===== src/rtl/warp_throttle_pkg.sv =====
package warp_throttle_pkg;

  // Strobes from the control FSM to the datapath.
  typedef struct packed {
    logic load;   // capture the offered warp into the buffer
    logic admit;  // buffered warp admitted this cycle
  } thrStrobe_t;

  typedef enum logic [1:0] {
    ST_EMPTY = 2'd0,
    ST_HOLD  = 2'd1,
    ST_SEND  = 2'd2
  } thrState_t;

endpackage


===== src/rtl/warp_throttle_ctl.sv =====
module warp_throttle_ctl
  import warp_throttle_pkg::*;
#(
  parameter int IDX_W = 2
) (
  input  logic             clk,
  input  logic             rst,
  input  logic             warpValid,
  output logic             warpReady,
  input  logic             reqReady,
  output logic             reqValid,
  input  logic             admitOk,
  input  logic [IDX_W-1:0] bufLast,
  output logic [IDX_W-1:0] sendIdx,
  output thrStrobe_t       strobe
);

  thrState_t        state;
  logic [IDX_W-1:0] idx;
  logic             active;
  logic             advance;
  logic             drain;

  always_comb begin
    strobe       = '0;
    strobe.load  = (state == ST_EMPTY) && warpValid;
    strobe.admit = (state == ST_HOLD) && admitOk;
    active       = strobe.admit || (state == ST_SEND);
    advance      = active && reqReady;
    drain        = advance && (idx == bufLast);
  end

  assign warpReady = (state == ST_EMPTY);
  assign reqValid  = active;
  assign sendIdx   = idx;

  always_ff @(posedge clk) begin
    if (rst) begin
      state <= ST_EMPTY;
      idx   <= '0;
    end else begin
      case (state)
        ST_EMPTY: if (strobe.load) state <= ST_HOLD;
        ST_HOLD:  if (strobe.admit) state <= drain ? ST_EMPTY : ST_SEND;
        ST_SEND:  if (drain) state <= ST_EMPTY;
        default:  state <= ST_EMPTY;
      endcase
      if (drain)        idx <= '0;
      else if (advance) idx <= idx + IDX_W'(1);
    end
  end

  // a captured warp closes the input on the next cycle
  assert_accept_closes_R2: assert property (@(posedge clk) disable iff (rst)
    (warpValid && warpReady) |=> !warpReady);

  // a stalled request stays offered in the same slot
  assert_hold_stalled_R7: assert property (@(posedge clk) disable iff (rst)
    (reqValid && !reqReady) |=> (reqValid && $stable(sendIdx)));

endmodule


===== src/rtl/warp_throttle_dp.sv =====
module warp_throttle_dp
  import warp_throttle_pkg::*;
#(
  parameter int NUM_MC     = 2,
  parameter int NUM_BANK   = 4,
  parameter int MAX_REQ    = 4,
  parameter int MC_W       = 1,
  parameter int BANK_W     = 2,
  parameter int IDX_W      = 2,
  parameter int ADDR_W     = 16,
  parameter int PAIR_CNT_W = 4,
  parameter int OUT_W      = 6
) (
  input  logic                      clk,
  input  logic                      rst,
  input  thrStrobe_t                strobe,
  input  logic [OUT_W-1:0]          thresh,
  input  logic [IDX_W-1:0]          warpLast,
  input  logic [MAX_REQ*MC_W-1:0]   warpMc,
  input  logic [MAX_REQ*BANK_W-1:0] warpBank,
  input  logic [MAX_REQ*ADDR_W-1:0] warpAddr,
  input  logic                      rspValid,
  input  logic [MC_W-1:0]           rspMc,
  input  logic [BANK_W-1:0]         rspBank,
  input  logic [IDX_W-1:0]          sendIdx,
  output logic                      admitOk,
  output logic [IDX_W-1:0]          bufLast,
  output logic [MC_W-1:0]           reqMc,
  output logic [BANK_W-1:0]         reqBank,
  output logic [ADDR_W-1:0]         reqAddr
);

  localparam int NUM_PAIR  = NUM_MC * NUM_BANK;
  localparam int PAIR_W    = (NUM_PAIR > 1) ? $clog2(NUM_PAIR) : 1;
  localparam int INC_W     = $clog2(MAX_REQ + 1);
  localparam int SUM_W     = ((PAIR_CNT_W > INC_W) ? PAIR_CNT_W : INC_W) + 1;
  localparam int PAIR_MAX  = (1 << PAIR_CNT_W) - 1;
  localparam int OUT_SUM_W = ((OUT_W > IDX_W + 1) ? OUT_W : IDX_W + 1) + 1;
  localparam int OUT_MAX   = (1 << OUT_W) - 1;

  function automatic logic [PAIR_W-1:0] pairOf(input logic [MC_W-1:0] m,
                                               input logic [BANK_W-1:0] b);
    return PAIR_W'(int'(m) * NUM_BANK + int'(b));
  endfunction

  // Warp buffer
  logic [MC_W-1:0]   bufMc   [MAX_REQ];
  logic [BANK_W-1:0] bufBank [MAX_REQ];
  logic [ADDR_W-1:0] bufAddr [MAX_REQ];
  logic [IDX_W-1:0]  bufLastQ;

  always_ff @(posedge clk) begin
    if (rst) begin
      bufLastQ <= '0;
      for (int i = 0; i < MAX_REQ; i++) begin
        bufMc[i]   <= '0;
        bufBank[i] <= '0;
        bufAddr[i] <= '0;
      end
    end else if (strobe.load) begin
      bufLastQ <= warpLast;
      for (int i = 0; i < MAX_REQ; i++) begin
        bufMc[i]   <= warpMc[i*MC_W +: MC_W];
        bufBank[i] <= warpBank[i*BANK_W +: BANK_W];
        bufAddr[i] <= warpAddr[i*ADDR_W +: ADDR_W];
      end
    end
  end

  assign bufLast = bufLastQ;

  // Per-slot pair index and occupancy
  logic [PAIR_W-1:0]  slotPair [MAX_REQ];
  logic [MAX_REQ-1:0] slotUsed;

  for (genvar i = 0; i < MAX_REQ; i++) begin : g_slot
    assign slotPair[i] = pairOf(bufMc[i], bufBank[i]);
    assign slotUsed[i] = (IDX_W'(i) <= bufLastQ);
  end

  // Counters
  logic [PAIR_CNT_W-1:0] pairCnt  [NUM_PAIR];
  logic [PAIR_CNT_W-1:0] pairNext [NUM_PAIR];
  logic [SUM_W-1:0]      pairSum  [NUM_PAIR];
  logic [OUT_W-1:0]      outCnt;
  logic [OUT_W-1:0]      outNext;
  logic [OUT_SUM_W-1:0]  outSum;
  logic [OUT_SUM_W-1:0]  warpLen;
  logic [PAIR_W-1:0]     rspPair;
  logic                  pairsClear;

  assign rspPair = pairOf(rspMc, rspBank);
  assign warpLen = OUT_SUM_W'(bufLastQ) + OUT_SUM_W'(1);

  // Admission test over the registered buffer
  always_comb begin
    pairsClear = 1'b1;
    for (int i = 0; i < MAX_REQ; i++) begin
      if (slotUsed[i] && (pairCnt[slotPair[i]] != '0)) pairsClear = 1'b0;
    end
  end

  assign admitOk = pairsClear && (outCnt < thresh);

  always_comb begin
    for (int p = 0; p < NUM_PAIR; p++) begin
      pairSum[p] = SUM_W'(pairCnt[p]);
      if (strobe.admit) begin
        for (int i = 0; i < MAX_REQ; i++) begin
          if (slotUsed[i] && (slotPair[i] == PAIR_W'(p)))
            pairSum[p] = pairSum[p] + SUM_W'(1);
        end
      end
      if (rspValid && (rspPair == PAIR_W'(p)) && (pairSum[p] != '0))
        pairSum[p] = pairSum[p] - SUM_W'(1);
      pairNext[p] = (pairSum[p] > SUM_W'(PAIR_MAX)) ? PAIR_CNT_W'(PAIR_MAX)
                                                   : pairSum[p][PAIR_CNT_W-1:0];
    end
  end

  always_comb begin
    outSum = OUT_SUM_W'(outCnt);
    if (strobe.admit) outSum = outSum + warpLen;
    if (rspValid && (outSum != '0)) outSum = outSum - OUT_SUM_W'(1);
    outNext = (outSum > OUT_SUM_W'(OUT_MAX)) ? OUT_W'(OUT_MAX) : outSum[OUT_W-1:0];
  end

  always_ff @(posedge clk) begin
    if (rst) begin
      outCnt <= '0;
      for (int p = 0; p < NUM_PAIR; p++) pairCnt[p] <= '0;
    end else begin
      outCnt <= outNext;
      for (int p = 0; p < NUM_PAIR; p++) pairCnt[p] <= pairNext[p];
    end
  end

  // Output selection
  assign reqMc   = bufMc[sendIdx];
  assign reqBank = bufBank[sendIdx];
  assign reqAddr = bufAddr[sendIdx];

  // the control never admits while a targeted pair is busy
  assert_pairs_clear_R3: assert property (@(posedge clk) disable iff (rst)
    strobe.admit |-> pairsClear);

  // the control never admits at or above the limit
  assert_below_limit_R4: assert property (@(posedge clk) disable iff (rst)
    strobe.admit |-> (outCnt < thresh));

  // admission without a completion adds the warp length
  assert_count_up_R8: assert property (@(posedge clk) disable iff (rst)
    (strobe.admit && !rspValid &&
     ((OUT_SUM_W'(outCnt) + warpLen) <= OUT_SUM_W'(OUT_MAX)))
    |=> (OUT_SUM_W'(outCnt) == $past(OUT_SUM_W'(outCnt) + warpLen)));

  // a completion alone releases one outstanding request
  assert_release_R9: assert property (@(posedge clk) disable iff (rst)
    (rspValid && !strobe.admit && (outCnt != '0))
    |=> (outCnt == $past(outCnt) - OUT_W'(1)));

  // a completion at zero leaves the count at zero
  assert_floor_R10: assert property (@(posedge clk) disable iff (rst)
    (rspValid && !strobe.admit && (outCnt == '0)) |=> (outCnt == '0));

endmodule


===== src/rtl/warp_inject_throttle.sv =====
module warp_inject_throttle
  import warp_throttle_pkg::*;
#(
  parameter int NUM_MC     = 2,
  parameter int NUM_BANK   = 4,
  parameter int MAX_REQ    = 4,
  parameter int ADDR_W     = 16,
  parameter int PAIR_CNT_W = 4,
  parameter int OUT_W      = 6,
  localparam int MC_W      = (NUM_MC > 1) ? $clog2(NUM_MC) : 1,
  localparam int BANK_W    = (NUM_BANK > 1) ? $clog2(NUM_BANK) : 1,
  localparam int IDX_W     = (MAX_REQ > 1) ? $clog2(MAX_REQ) : 1
) (
  input  logic                      clk,
  input  logic                      rst,
  input  logic [OUT_W-1:0]          thresh,
  input  logic                      warpValid,
  output logic                      warpReady,
  input  logic [IDX_W-1:0]          warpLast,
  input  logic [MAX_REQ*MC_W-1:0]   warpMc,
  input  logic [MAX_REQ*BANK_W-1:0] warpBank,
  input  logic [MAX_REQ*ADDR_W-1:0] warpAddr,
  output logic                      reqValid,
  input  logic                      reqReady,
  output logic [MC_W-1:0]           reqMc,
  output logic [BANK_W-1:0]         reqBank,
  output logic [ADDR_W-1:0]         reqAddr,
  input  logic                      rspValid,
  input  logic [MC_W-1:0]           rspMc,
  input  logic [BANK_W-1:0]         rspBank
);

  thrStrobe_t       strobe;
  logic             admitOk;
  logic [IDX_W-1:0] bufLast;
  logic [IDX_W-1:0] sendIdx;

  warp_throttle_ctl #(
    .IDX_W (IDX_W)
  ) u_ctl (
    .clk       (clk),
    .rst       (rst),
    .warpValid (warpValid),
    .warpReady (warpReady),
    .reqReady  (reqReady),
    .reqValid  (reqValid),
    .admitOk   (admitOk),
    .bufLast   (bufLast),
    .sendIdx   (sendIdx),
    .strobe    (strobe)
  );

  warp_throttle_dp #(
    .NUM_MC     (NUM_MC),
    .NUM_BANK   (NUM_BANK),
    .MAX_REQ    (MAX_REQ),
    .MC_W       (MC_W),
    .BANK_W     (BANK_W),
    .IDX_W      (IDX_W),
    .ADDR_W     (ADDR_W),
    .PAIR_CNT_W (PAIR_CNT_W),
    .OUT_W      (OUT_W)
  ) u_dp (
    .clk      (clk),
    .rst      (rst),
    .strobe   (strobe),
    .thresh   (thresh),
    .warpLast (warpLast),
    .warpMc   (warpMc),
    .warpBank (warpBank),
    .warpAddr (warpAddr),
    .rspValid (rspValid),
    .rspMc    (rspMc),
    .rspBank  (rspBank),
    .sendIdx  (sendIdx),
    .admitOk  (admitOk),
    .bufLast  (bufLast),
    .reqMc    (reqMc),
    .reqBank  (reqBank),
    .reqAddr  (reqAddr)
  );

endmodule


===== config.mk =====
export PLATFORM = sky130hd
export DESIGN_NAME = warp_inject_throttle
export DESIGN_NICKNAME = d
export VERILOG_FILES = /design/src/rtl/warp_throttle_pkg.sv /design/src/rtl/warp_throttle_ctl.sv /design/src/rtl/warp_throttle_dp.sv /design/src/rtl/warp_inject_throttle.sv
export SDC_FILE = /design/constraint.sdc
export NUM_CORES = 1
export LEC_CHECK = 0
export ABC_AREA = 1
export CAP_MARGIN = 20
export CELL_PAD_IN_SITES_DETAIL_PLACEMENT = 0
export CELL_PAD_IN_SITES_GLOBAL_PLACEMENT = 2
export CORE_MARGIN = 10
export CORE_UTILIZATION = 32
export CTS_CLUSTER_SIZE = 40
export DETAILED_ROUTE_END_ITERATION = 7
export GPL_TIMING_DRIVEN = 0
export PLACE_DENSITY = 0.85
export SLEW_MARGIN = 40
export SYNTH_ARGS = -nofsm -noshare
export SYNTH_HDL_FRONTEND = slang
export SYNTH_SLANG_ARGS = --single-unit

===== constraint.sdc =====
create_clock -name clk -period 3.95 [get_ports clk]
set_input_delay 0.5925 -clock clk [delete_from_list [all_inputs] [get_ports clk]]
set_output_delay 0.5925 -clock clk [all_outputs]
set_load 0.03 [all_outputs]

==> impl_results.md <==
* Status: finished clean
* HP Class: reg2reg
* Max-slew headroom at 0.429
* Die height at a little over 200 um
* # diodes at 0
* Worst-path cell chain: clkdlybuf4s50_1, inv_1, ha_1, a21oi_1, o21bai_1, nand2_1, nand2_1, nand2_1, nand2_1, nand2_2, nand2_2, nor2_4, buf_6, buf_6, a21oi_1, inv_1, clkdlybuf4s18_2
* Crit path required time at 3.36 ns
* Critical Path Start Type: input port
* Area Overhead vs Synth at 22.7%
* Final antenna-violating net count at 0
* Clk_lat worst skew at 0.43 ns
* Utilization after layout at 0.399
* RSZ-0062 raised after global routing: true
* Vias in the first global route at ~11000
* Final hold slack at 0.589 ns
* Die Area at 43100 um2
* Met3 wire len at 2080 um
* Crit path largest cell delay at 0.45 ns
* Clk buf depth at 2
* Nets at 2101
* Worst-Margin Slew at around 0.86 ns
* Grt ovf at 0
* Initial antenna violation count at 0
* RePlAce Congestion at 0.869
* DRC violations left at 0
* DP Area at around 13000 um2
* Peak supply drop at about 0.35 mV
* Total CTS buffers at 17
* Die Wd at 208 um
* CTS Sinks at 122
* Initial detailed-routing violation count at 595
* All-layer global routing usage at 0.164
* Top routing layer in use: met4
* Vias per cell at between 4 and 5
* Drt total wl at around 36000 um
* Post-Syn Area at 11300 um2
* Synth async-reset ratio at 0
* Top_reg_cell synth: edfxtp_1
* Metal-1 WL at 16900 um
* Core ar. at 34600 um2
* HPWL after DPL at just under 30000 um
* Average wire per standard cell at ~15 um
* Peak Freq at 268 MHz
* Number of max-slew violations in the final report at 0
* Min cycle time layout at 3.73 ns
* CTS tree: done
* Crit share post-route at 0.944
* Layout cell share with drive strength beyond 1 at 0.0899
* Post-route non-filler standard cell count at 2423
* Tot Pwr at between 9 and 10 mW
* Syn_area_per_cell at ~6.2 um2
* WL met2 at 16700 um
* Syn. warnings at 0
* First-pass GRT wire length at ~58000 um
* Final WS setup at roughly 0.22 ns
* TritonRoute pass-1 iters at 5
* H-tree levels at 4
* Delay-heaviest family, CP: buffers and inverters
* Placed Cells at 2382
* Yosys cell types at 48
* Setup Skew at ~0.016 ns
* CP Class: in2out
* CP bufs+invs at 6
* Setup violations, final at 0
* Vias at 11400
* Post-synth EDFFs at 76
* CTS Hold Bufs at 0
* P_leak at 6.88 nW
* Fill cells at 3667
* Final instance area at 13800 um2
* Slowest stage cell, crit path: clkdlybuf4s50_1
* Pin count of the biggest net entering global routing at 43
* Clock-pin slew on the worst setup and hold paths at 0.06 ns
* Top cell by count, worst path: nand2_1
* PD cells at between 700 and 800 nW/um2
* Syn_nets at a little under 2000
* Fin. Hold Viols at 0
* Post-synthesis sequential area ratio at 0.285
* CP arrival at 3.13 ns
* Crit end category: output pin
* I/O Pins at approximately 110
* Final TNS setup at 0 ns
* Cell row count at 68
* Place WS at -0.334 ns
* Initial Utilization at 0.325
* I/O Buffers at 111
* CTS root buffer: clkbuf_16
* Synth Register Bits at 122
* Critical path peak fanout at 10
* Max-cap violations at 0
* Synthesized instance count at about 1800
[Yosys cell counts, drive strengths merged (10+ instances only)]
cell type	count	area [um2]
nor2	291	1160
clkbuf	22	82.6
ha	53	663
o21ai	112	643
dfxtp	46	921
nand3b	10	75.1
edfxtp	76	2280
nand4	29	188
o22ai	26	163
xor2	26	228
nand2	537	2070
nand3	126	673
inv	334	1250
a21oi	46	234
buf	12	100
xnor2	10	87.6
[layer usage]
metal,up-vias,global-route usage
met3,20,0.0427
met4,0,0.0326
li1,6017,-
met2,209,0.277
met1,5106,0.205
met5,-,0
[worst min-delay path: cells and delay by family, from the launching register on]
kind             cells  cell delay (ns)
flip-flops           1             0.33
AND/OR/NAND/NOR      2             0.22
[state kept, by name (all words and copies together) (netlist names), named ones only]
signal,count
u_ctl.state,2
u_dp.pairCnt,32
u_dp.outCnt,6
u_dp.bufAddr,64
u_dp.bufLast,2
u_dp.bufMc,4
u_ctl.sendIdx,2
u_dp.bufBank,8
[worst paths after layout]
path                                                        from                             to  slack [ns]  cells after the start
worst max register to register  u_dp.bufBank[0][0]$_SDFFCE_PN0P_  u_dp.pairCnt[2][1]$_SDFF_PP0_        0.31                     23
worst min-delay path               u_ctl.sendIdx[0]$_SDFFE_PP0P_  u_ctl.sendIdx[0]$_SDFFE_PP0P_        0.59                      2
worst min register to register     u_ctl.sendIdx[0]$_SDFFE_PP0P_  u_ctl.sendIdx[0]$_SDFFE_PP0P_        0.59                      2
worst max-delay path                                   thresh[1]                       reqValid        0.22                     17
[power breakdown]
group          internal [mW]  total, mW  switching [mW]
sequential              1.77       2.06           0.285
clock                  0.905       1.61           0.704
combinational           2.16       6.29            4.13
[repair_timing]
action / 4_1_cts / 5_1_grt
setup buffers: 0 / 9
resized for setup: 7 / 50
pin swaps: 0 / 5
hold endpoints to repair: 0 / 0
endpoints found under the setup margin: 8 / 33
[cell type report]
type	instances	area (um2)	area share
buffer	34	188	0.0136
clock buffer	17	425	0.0308
clock inverter	15	175	0.0127
inverter	338	1270	0.0922
multi-input combinational	1321	6790	0.491
sequential	122	3200	0.232
tap	455	569	0.0412
timing repair buffer	121	1200	0.0867
[layout by cell type (no fill, tap or decap), types with 23 or more instances in the layout]
master,n
a21oi_1,45
nor2_1,263
dfxtp_1,46
o21ai_1,29
nand3_1,119
o21ai_2,23
ha_1,52
o22ai_1,26
o21ai_0,55
edfxtp_1,76
xor2_1,26
nand2_2,24
nand2_1,510
nand4_1,28
clkdlybuf4s50_1,110
inv_1,312
[cells by family (layout without fill, tap and decap cells)]
group | count (synthesis) | after routing | share of synthesized area
buf+inv | 372 | 525 | 0.129
compound gates | 216 | 216 | 0.114
simple gates | 1011 | 1011 | 0.380
fa+ha+maj | 54 | 54 | 0.0607
xor+xnor | 36 | 36 | 0.0280
mux | 4 | 4 | 0.00356
flops | 122 | 122 | 0.285
Power figures use the tool's default switching activity.
